===== src/rtl/lcdt_pkg.sv =====
package lcdt_pkg;
  localparam int ADDR_W = 3;

  localparam logic [ADDR_W-1:0] A_SIZE = 3'd0;
  localparam logic [ADDR_W-1:0] A_HORZ = 3'd1;
  localparam logic [ADDR_W-1:0] A_VERT = 3'd2;
  localparam logic [ADDR_W-1:0] A_CTRL = 3'd3;
  localparam logic [ADDR_W-1:0] A_STAT = 3'd4;

  localparam int SYNC_F_W  = 6;
  localparam int PORCH_F_W = 8;
  localparam int WIDTH_F_W = 6;
  localparam int HEIGHT_F_W = 10;
  localparam int DIV_F_W   = 6;

  typedef struct packed {
    logic [SYNC_F_W-1:0]  sync;
    logic [PORCH_F_W-1:0] front;
    logic [PORCH_F_W-1:0] back;
  } span_t;

  typedef struct packed {
    logic               en;
    logic               inv_v;
    logic               inv_h;
    logic [DIV_F_W-1:0] div;
  } ctrl_t;
endpackage


===== src/rtl/lcdt_pixdiv.sv =====
module lcdt_pixdiv #(
  parameter int DIV_W = 6
) (
  input  logic             clk,
  input  logic             rst_n,
  input  logic             en,
  input  logic [DIV_W-1:0] div,
  output logic             ce
);
  logic [DIV_W-1:0] cnt_q, cnt_d;

  always_comb begin
    ce = en && (cnt_q >= div);
    if (!en || ce) cnt_d = '0;
    else           cnt_d = cnt_q + DIV_W'(1);
  end

  always_ff @(posedge clk or negedge rst_n) begin
    if (!rst_n) cnt_q <= '0;
    else        cnt_q <= cnt_d;
  end

  // two strobes in a row only when the divider is zero
  a_r3_ce_gap: assert property (@(posedge clk) disable iff (!rst_n)
    ce |=> (!ce || div == '0 || !en));
endmodule


===== src/rtl/lcdt_axis.sv =====
module lcdt_axis #(
  parameter int CNT_W = 12,
  parameter int OFF_W = 10
) (
  input  logic             clk,
  input  logic             rst_n,
  input  logic             run,
  input  logic             step,
  input  logic [CNT_W-1:0] len_sync,
  input  logic [CNT_W-1:0] len_back,
  input  logic [CNT_W-1:0] len_act,
  input  logic [CNT_W-1:0] len_front,
  output logic             in_sync,
  output logic             in_act,
  output logic             last,
  output logic [OFF_W-1:0] offs
);
  localparam int SUM_W = CNT_W + 2;

  logic [CNT_W-1:0] pos_q, pos_d;
  logic [SUM_W-1:0] pos_x, act_start, act_end, total;

  always_comb begin
    pos_x     = SUM_W'(pos_q);
    act_start = SUM_W'(len_sync) + SUM_W'(len_back);
    act_end   = act_start + SUM_W'(len_act);
    total     = act_end + SUM_W'(len_front);
    in_sync   = pos_x < SUM_W'(len_sync);
    in_act    = (pos_x >= act_start) && (pos_x < act_end);
    last      = (total == '0) || (pos_x >= total - SUM_W'(1));
    offs      = in_act ? OFF_W'(pos_x - act_start) : '0;
    pos_d     = pos_q;
    if (!run)      pos_d = '0;
    else if (step) pos_d = last ? '0 : pos_q + CNT_W'(1);
  end

  always_ff @(posedge clk or negedge rst_n) begin
    if (!rst_n) pos_q <= '0;
    else        pos_q <= pos_d;
  end

  // the position returns to the start after the last one
  a_r1_wrap_to_start: assert property (@(posedge clk) disable iff (!rst_n)
    (run && step && last) |=> (pos_q == '0));
  // no movement between strobes
  a_r3_hold_between: assert property (@(posedge clk) disable iff (!rst_n)
    (run && !step) |=> $stable(pos_q));
endmodule


===== src/rtl/lcd_raster_timer.sv =====
module lcd_raster_timer
  import lcdt_pkg::*;
#(
  parameter int X_W    = 10,
  parameter int Y_W    = 10,
  parameter int HCNT_W = 12,
  parameter int VCNT_W = 11
) (
  input  logic              clk,
  input  logic              rst_n,
  input  logic              wr_en,
  input  logic [ADDR_W-1:0] wr_addr,
  input  logic [31:0]       wr_data,
  output logic              pix_ce,
  output logic              hsync,
  output logic              vsync,
  output logic              de,
  output logic [X_W-1:0]    pix_x,
  output logic [Y_W-1:0]    pix_y,
  output logic [1:0]        stat
);
  localparam int ACT_PIX_W = WIDTH_F_W + 4;

  logic [1:0] rst_pipe;
  logic       rst_int;

  always_ff @(posedge clk or negedge rst_n) begin
    if (!rst_n) rst_pipe <= '0;
    else        rst_pipe <= {rst_pipe[0], 1'b1};
  end
  assign rst_int = rst_pipe[1];

  logic [WIDTH_F_W-1:0]  wdiv_q, wdiv_d;
  logic [HEIGHT_F_W-1:0] height_q, height_d;
  span_t                 horz_q, horz_d, vert_q, vert_d;
  ctrl_t                 ctrl_q, ctrl_d;
  logic [1:0]            stat_q, stat_d, clr;
  logic                  bof_hit, eof_hit;
  logic                  unused_bits;

  assign unused_bits = ^wr_data[19:16];

  always_comb begin
    wdiv_d   = wdiv_q;
    height_d = height_q;
    horz_d   = horz_q;
    vert_d   = vert_q;
    ctrl_d   = ctrl_q;
    clr      = '0;
    if (wr_en) begin
      case (wr_addr)
        A_SIZE: begin
          wdiv_d   = wr_data[25:20];
          height_d = wr_data[9:0];
        end
        A_HORZ: horz_d = '{sync: wr_data[31:26], front: wr_data[15:8], back: wr_data[7:0]};
        A_VERT: vert_d = '{sync: wr_data[31:26], front: wr_data[15:8], back: wr_data[7:0]};
        A_CTRL: ctrl_d = '{en: wr_data[8], inv_v: wr_data[10], inv_h: wr_data[9], div: wr_data[5:0]};
        A_STAT: clr    = wr_data[1:0];
        default: ;
      endcase
    end
    stat_d = (stat_q & ~clr) | {eof_hit, bof_hit};
  end

  always_ff @(posedge clk or negedge rst_int) begin
    if (!rst_int) begin
      wdiv_q   <= '0;
      height_q <= '0;
      horz_q   <= '0;
      vert_q   <= '0;
      ctrl_q   <= '0;
      stat_q   <= '0;
    end else begin
      wdiv_q   <= wdiv_d;
      height_q <= height_d;
      horz_q   <= horz_d;
      vert_q   <= vert_d;
      ctrl_q   <= ctrl_d;
      stat_q   <= stat_d;
    end
  end

  logic              h_sync, h_act, h_last, v_sync, v_act, v_last;
  logic [X_W-1:0]    h_off;
  logic [Y_W-1:0]    v_off;
  logic [HCNT_W-1:0] h_len_s, h_len_b, h_len_a, h_len_f;
  logic [VCNT_W-1:0] v_len_s, v_len_b, v_len_a, v_len_f;

  assign h_len_s = HCNT_W'(horz_q.sync)  + HCNT_W'(1);
  assign h_len_b = HCNT_W'(horz_q.back)  + HCNT_W'(3);
  assign h_len_a = HCNT_W'({wdiv_q, 4'b0000});
  assign h_len_f = HCNT_W'(horz_q.front) + HCNT_W'(1);
  assign v_len_s = VCNT_W'(vert_q.sync);
  assign v_len_b = VCNT_W'(vert_q.back);
  assign v_len_a = VCNT_W'(height_q);
  assign v_len_f = VCNT_W'(vert_q.front);

  lcdt_pixdiv #(.DIV_W(DIV_F_W)) u_div (
    .clk(clk), .rst_n(rst_int), .en(ctrl_q.en), .div(ctrl_q.div), .ce(pix_ce)
  );

  lcdt_axis #(.CNT_W(HCNT_W), .OFF_W(X_W)) u_h (
    .clk(clk), .rst_n(rst_int), .run(ctrl_q.en), .step(pix_ce),
    .len_sync(h_len_s), .len_back(h_len_b), .len_act(h_len_a), .len_front(h_len_f),
    .in_sync(h_sync), .in_act(h_act), .last(h_last), .offs(h_off)
  );

  lcdt_axis #(.CNT_W(VCNT_W), .OFF_W(Y_W)) u_v (
    .clk(clk), .rst_n(rst_int), .run(ctrl_q.en), .step(pix_ce && h_last),
    .len_sync(v_len_s), .len_back(v_len_b), .len_act(v_len_a), .len_front(v_len_f),
    .in_sync(v_sync), .in_act(v_act), .last(v_last), .offs(v_off)
  );

  logic unused_vlast;
  assign unused_vlast = v_last;

  always_comb begin
    de      = ctrl_q.en & h_act & v_act;
    hsync   = (ctrl_q.en & h_sync) ^ ~ctrl_q.inv_h;
    vsync   = (ctrl_q.en & v_sync) ^ ~ctrl_q.inv_v;
    pix_x   = ctrl_q.en ? h_off : '0;
    pix_y   = ctrl_q.en ? v_off : '0;
    bof_hit = pix_ce && de && (pix_x == '0) && (pix_y == '0);
    eof_hit = pix_ce && de
              && (pix_x == X_W'({wdiv_q, 4'b0000}) - X_W'(1))
              && (pix_y == Y_W'(height_q) - Y_W'(1));
    stat    = stat_q;
  end

  // the column stays inside the programmed width
  a_r5_x_in_width: assert property (@(posedge clk) disable iff (!rst_int)
    de |-> (int'(pix_x) < int'({wdiv_q, 4'b0000})));
  // no pixel strobe while disabled
  a_r7_idle_no_ce: assert property (@(posedge clk) disable iff (!rst_int)
    !ctrl_q.en |-> !pix_ce);
  // begin-of-frame stays until cleared
  a_r8_bof_sticky: assert property (@(posedge clk) disable iff (!rst_int)
    (stat[0] && !(wr_en && wr_addr == A_STAT && wr_data[0])) |=> stat[0]);
  // end-of-frame stays until cleared
  a_r9_eof_sticky: assert property (@(posedge clk) disable iff (!rst_int)
    (stat[1] && !(wr_en && wr_addr == A_STAT && wr_data[1])) |=> stat[1]);
endmodule


===== config.mk =====
export PLATFORM = sky130hd
export DESIGN_NAME = lcd_raster_timer
export DESIGN_NICKNAME = d
export VERILOG_FILES = /design/src/rtl/lcdt_pkg.sv /design/src/rtl/lcdt_pixdiv.sv /design/src/rtl/lcdt_axis.sv /design/src/rtl/lcd_raster_timer.sv
export SDC_FILE = /design/constraint.sdc
export NUM_CORES = 1
export LEC_CHECK = 0
export ABC_CLOCK_PERIOD_IN_PS = 11340
export BUFFER_PORTS_ARGS = -buffer_cell sky130_fd_sc_hd__buf_2
export CELL_PAD_IN_SITES_DETAIL_PLACEMENT = 1
export CELL_PAD_IN_SITES_GLOBAL_PLACEMENT = 1
export CORE_ASPECT_RATIO = 0.75
export CORE_UTILIZATION = 52
export DETAILED_ROUTE_END_ITERATION = 8
export GPL_TIMING_DRIVEN = 0
export PLACE_DENSITY_LB_ADDON = 0.1
export REMOVE_ABC_BUFFERS = 1
export SETUP_SLACK_MARGIN = 0.1
export SLEW_MARGIN = 30
export SYNTH_ARGS = -nofsm -noshare
export SYNTH_HDL_FRONTEND = slang
export SYNTH_SLANG_ARGS = --single-unit

===== constraint.sdc =====
create_clock -name clk -period 11.34 [get_ports clk]
set_input_delay 1.134 -clock clk [delete_from_list [all_inputs] [get_ports clk]]
set_output_delay 1.134 -clock clk [all_outputs]
set_load 0.05 [all_outputs]

# Word level (Yosys, flattened, before mapping)
# Cells that the tools add are included.
[totals] ff_bits=102 input_bits=38
[op_classes] n_addsub=18 n_lt_le_gt_ge=9 eq_ne=8 muxes=13 bitwise_logic=11 reduce_logical=22
[op_table] op="$mux 10" count=4
[op_table] op="$mux 12" count=3
[op_table] op="$mux 11" count=3
[op_table] op="$eq 10x10->1" count=2
[op_table] op="$logic_not 10->1" count=2
[op_table] op="$sub 10x1->10 const B" count=2
[op_table] op="$sub 10x10->10" count=2
[op_table] op="$add 14x10->14" count=1
[op_table] op="$add 14x9->14" count=1
[op_table] op="$ge 12x14->1" count=1
[op_table] op="$logic_not 14->1" count=1
[op_table] op="$lt 12x14->1" count=1
[op_table] op="$sub 14x1->14 const B" count=1
[op_table] op="$add 13x10->13" count=1
[op_table] op="$add 13x8->13" count=1
[op_table] op="$ge 11x13->1" count=1
[op_table] op="$logic_not 13->1" count=1
[op_table] op="$lt 11x13->1" count=1
[op_table] op="$sub 13x1->13 const B" count=1
[op_table] op="$add 12x1->12 const B" count=1
[op_table] op="$ge 12x10->1" count=1
[op_table] op="$lt 12x7->1" count=1
[op_table] op="$add 11x1->11 const B" count=1
[op_table] op="$ge 11x9->1" count=1
[op_table] op="26 further kinds" count=46

# Longest topological paths before layout
[depth] ltp_word=11 mapped_depth=30 mapped_depth_nobuf=29

# Hierarchy
# From an unflattened synthesis, not the netlist that was laid out.
[hier_totals] cells_unflattened=1390 area_unflattened_um2=11975.2
[modules_own_cells] mod="lcdt_axis at u_h" instances=1 cells_each=541 area_each_um2=4096.4 seq_area_each_um2=300.3
[modules_own_cells] mod="lcd_raster_timer" instances=1 cells_each=329 area_each_um2=3784.9 seq_area_each_um2=1826.8
[modules_own_cells] mod="lcdt_axis at u_v" instances=1 cells_each=476 area_each_um2=3672.3 seq_area_each_um2=275.3
[modules_own_cells] mod="lcdt_pixdiv" instances=1 cells_each=44 area_each_um2=421.7 seq_area_each_um2=150.1

# Least setup slack after synthesis
# Ideal clock, no wire load.
[synth_path] path_type="reg-to-output" startpoint="reg horz_q[16] (netlist bit)" endpoint="out pix_x[6]" arrival_time_ns=5.276 path_slack_ns=4.930 stages_incl_launch_ff=22 cell_sequence="dfrtp_1 ha_1 xor2_1 ha_1 ha_1 a21o_1 a21oi_1 o21bai_1 a21oi_1 o21bai_1 a21o_1 ha_1 a21o_1 nor2_1 xnor2_1 inv_1 ha_1 a21o_1 a211o_1 or2_2 clkbuf_1 a21oi_1"
[synth_between] elab_chain_len=7 elab_cells_between_ends=9 classes_between="4 x add/sub; 2 x order compare; 2 x mux; 1 x reduce/logical"
[synth_lines] item="start, declared" line="lcd_raster_timer.sv:35" text="span_t horz_q, horz_d, vert_q, vert_d;"
[synth_lines] item="start signal, assigned" line="lcd_raster_timer.sv:77" text="horz_q <= horz_d;"
[synth_lines] item="$add 6x1->7 *" line="lcd_raster_timer.sv:90" text="assign h_len_s = HCNT_W'(horz_q.sync) + HCNT_W'(1);"
[synth_lines] item="$add 7x9->10 *" line="lcdt_axis.sv:25" text="act_start = SUM_W'(len_sync) + SUM_W'(len_back);"
[synth_lines] item="$add 14x10->14" line="lcdt_axis.sv:26" text="act_end = act_start + SUM_W'(len_act);"
[synth_lines] item="$lt 12x14->1" line="lcdt_axis.sv:29" text="in_act = (pos_x >= act_start) && (pos_x < act_end);"
[synth_lines] item="$logic_and 1x1->1" line="lcdt_axis.sv:29"
[synth_lines] item="$mux 10 *" line="lcdt_axis.sv:31" text="offs = in_act ? OFF_W'(pos_x - act_start) : '0;"
[synth_lines] item="$mux 10 *" line="lcd_raster_timer.sv:122" text="pix_x = ctrl_q.en ? h_off : '0;"
[synth_lines] item="end, declared" line="lcd_raster_timer.sv:18" text="output logic [X_W-1:0] pix_x,"
# Mark *: on every way between the ends. The rest lies on a longest branch, timed or not.

# Worst setup path in the final report
[layout_path] startpoint="reg horz_q[16] (netlist bit)" endpoint="reg u_h.pos_q[10]"
[layout_between] elab_chain_len=10 elab_cells_between_ends=11 classes_between="5 x add/sub; 1 x order compare; 3 x mux; 2 x reduce/logical"
[layout_lines] item="$add 6x1->7 *" line="lcd_raster_timer.sv:90"
[layout_lines] item="$add 7x9->10 *" line="lcdt_axis.sv:25"
[layout_lines] item="$add 14x10->14 *" line="lcdt_axis.sv:26"
[layout_lines] item="$add 14x9->14 *" line="lcdt_axis.sv:27" text="total = act_end + SUM_W'(len_front);"
[layout_lines] item="$sub 14x1->14" line="lcdt_axis.sv:30" text="last = (total == '0) || (pos_x >= total - SUM_W'(1));"
[layout_lines] item="$ge 12x14->1" line="lcdt_axis.sv:30"
[layout_lines] item="$logic_or 1x1->1 *" line="lcdt_axis.sv:30"
[layout_lines] item="$mux 12 * (2 in a row)" line="lcdt_axis.sv:34" text="else if (step) pos_d = last ? '0 : pos_q + CNT_W'(1);"
[layout_lines] item="$mux 12 *" line="lcdt_axis.sv:33" text="if (!run) pos_d = '0;"
[layout_lines] item="end signal, assigned" line="lcdt_axis.sv:39" text="else pos_q <= pos_d;"
[layout_lines] item="end, declared" line="lcdt_axis.sv:20" text="logic [CNT_W-1:0] pos_q, pos_d;"
# Mark *: on every way between the ends. The rest lies on a longest branch, timed or not. The select of a mux whose other input is x is not followed.
# A chain may end at the register's enable or synchronous reset.

==> results_dict.tcl <==
set metrics [dict create \
    whs_ns 0.253 \
    post-route-min-period_ns 7.75 \
    fin_crit_sh 0.684 \
    root_buffer "clkbuf_16" \
    start_util 0.540 \
    synth_seq_cells 102 \
    ios 64 \
    hold_viol 0 \
    post_drt_wl_per_cell_um 22.6 \
    clk_pin_slew_ns 0.07 \
    cp.required_ns 11.61 \
    synthFlopType "dfrtp_1" \
    path_class "flop to flop" \
    hp-class "flop to asynchronous set/reset pin" \
    hold_buffers 0 \
    r2r_start "horz_q[16]" \
    start_kind "flop" \
    rr_endpoint "u_h.pos_q[10]" \
    drv_cap 0 \
    cp_slowest_cell "a211oi_1" \
    wl_mm 32.7 \
    ant_nets 0 \
    cp_max_fo 18 \
    numPortBuffers 59 \
    final_util 0.589 \
    path_common_cell "ha_1" \
    antennaDiodeCount 0 \
    drcViolationCount 0 \
    r2r_setup_slack_ns 3.59 \
    grt_overflow 0 \
    synth.yosys.seq_area_share 0.252 \
    vias 9153 \
    grt_pass1_wl_mm 50.5 \
    num-fill-cells 2228 \
    insertion_delay_ns 0.37 \
    synth.avg_cell_area_um2 8.85 \
    cpLargestDelayFamily "compound AO/OA/AOI/OAI gates" \
    yosysWarnings 0 \
    rows 43 \
    async_flop_share 1.00 \
    r2r_cells 28 \
    drive_above_1_share 0.133 \
    use_met1 0.479 \
    tightest_slew_ns 0.963 \
    slew_headroom 0.352 \
    grtUsageMet2 0.501 \
    drt_iter0_drc 578 \
    cts_setup_buffers 0 \
    critical_path_arrival_ns 8.02 \
    clock_skew_ns 0.0118 \
    crit_buf_inv 1 \
    via_per_inst 6.32 \
    cts_sinks 102 \
    cts-buffers-inserted 9 \
    die_w_um 163 \
    outcome "finished clean" \
    critPathCaptureType "flop" \
    synth_edf_count 0 \
    nets 1380 \
    antenna_found_initial 0 \
    grt_max_degree 44 \
    synthToLayoutAreaGrowth_pct 8.93 \
    htree_num_levels 3 \
    dp_hpwl_mm 25.9 \
    cts_tree "built" \
    use_met3 0.0735 \
    grt_most_used_layer "met2" \
    drtPass1Iterations 7 \
    setup_viol 0 \
    cts.repair.resized 0 \
    finalMaxSlewViolations 0 \
    ys_types 87 \
    grt_pass1_vias 9055 \
    fmax_ghz 0.129 \
    routabilityCongestion 0.938 \
    coreArea_um2 18800 \
    clockBufferDepth 2 \
    syn_area_um2 10100 \
    cp_slowest_stage_delay_ns 0.59 \
    die_area_um2 20100 \
    rsz0062_at_grt "false" \
    track_usage 0.335 \
    tns_ns 0 \
    netlist_instances 1146 \
    die_height_um 123 \
]
-- placed cells by master, fill, tap and decap left out, types with 38 or more instances in the layout --
cell     instances
o21ai_0         46
nand3_1         38
mux2_2          55
ha_1           136
inv_1          102
nor2_1          81
xnor2_1         62
nand2_1         64
buf_2           59
a21oi_1         59
dfrtp_1        101
-- through the flow --
stage / area [µm²] / instances / setup WS [ns]
finish: 11100 / 1449 / 3.59
global route: 11100 / 1449 / 3.09
CTS: 11100 / 1449 / 3.62
detailed placement: 10700 / 1434 / 3.86
global placement: 10600 / 1431 / 4.07
floorplan: 10000 / 1125 / 4.90
-- how the worst max path moves through the flow --
stage | start | end | slack (ns) | depth (start not counted)
floorplan | horz_q[16] | u_h.pos_q[10] | 4.90 | 28
global placement | horz_q[16] | u_h.pos_q[10] | 4.07 | 28
detailed placement | horz_q[16] | u_h.pos_q[10] | 3.86 | 28
CTS | horz_q[16] | u_h.pos_q[10] | 3.62 | 28
global route | horz_q[16] | u_h.pos_q[10] | 3.09 | 28
finish | horz_q[16] | u_h.pos_q[10] | 3.59 | 28
-- final cells by class --
cell class	count	area (µm²)	area share
tap	247	309	0.0280
sequential	102	2560	0.231
clock inverter	5	83.8	0.00759
inverter	102	383	0.0346
clock buffer	10	229	0.0207
multi-input combinational	921	7120	0.644
timing repair buffer	62	370	0.0335
-- registers in the layout (all words and copies together), names as in the netlist --
| signal | flops |
|---|---|
| v_len_f | 8 |
| u_div.cnt_q | 6 |
| rst_pipe | 2 |
| stat | 2 |
| height_q | 10 |
| u_v.pos_q | 11 |
| wdiv_q | 6 |
| v_len_s | 6 |
| v_len_b | 8 |
| ctrl_q | 9 |
| u_h.pos_q | 12 |
| horz_q | 22 |
-- cells in the mapped netlist (10+ instances only) --
cell	number	area share
nor4_1	12	0.0074
nand2_1	64	0.024
a21o_1	24	0.018
nand4_1	12	0.0074
nor2_1	82	0.030
nand3_1	38	0.019
clkbuf_1	15	0.0055
a31oi_1	11	0.0068
o21ai_0	46	0.023
mux2_2	55	0.061
nand2b_1	18	0.011
a21oi_1	59	0.029
o21a_1	14	0.010
or3_1	12	0.0074
a211oi_1	10	0.0074
inv_1	102	0.038
o211ai_1	10	0.0074
xnor2_1	62	0.054
and3_1	15	0.0092
nor3_1	22	0.011
xor2_1	32	0.028
dfrtp_1	102	0.25
o21ai_1	10	0.0049
nor2b_1	21	0.013
ha_1	136	0.17
-- routing by layer --
metal | vias to the layer above | routed length, µm
li1 | 4267 | -
met1 | 4545 | 15700
met2 | 287 | 13900
met3 | 54 | 2270
met4 | 0 | 931
met5 | - | 0
-- worst register-to-register path, delay by kind of cell (launching register included) --
family,cells,cell delay [ns]
AND/OR/NAND/NOR,4,0.86
flip-flops,1,0.48
AO/OA/AOI/OAI,14,3.31
XOR/XNOR,3,0.97
buffers and inverters,1,0.09
adder cells (fa/ha/maj),6,1.97
-- cell families after synthesis --
logic type | share of synthesized area
other | 0.000370
AND/OR/NAND/NOR | 0.188
AO/OA/AOI/OAI | 0.182
buffers and inverters | 0.0480
adder cells (fa/ha/maj) | 0.183
XOR/XNOR | 0.0811
flip-flops | 0.252
multiplexers | 0.0650
Power is left out: the tool's default activity adds up to more than one toggle a clock period on the data nets, which glitch-free logic cannot reach.
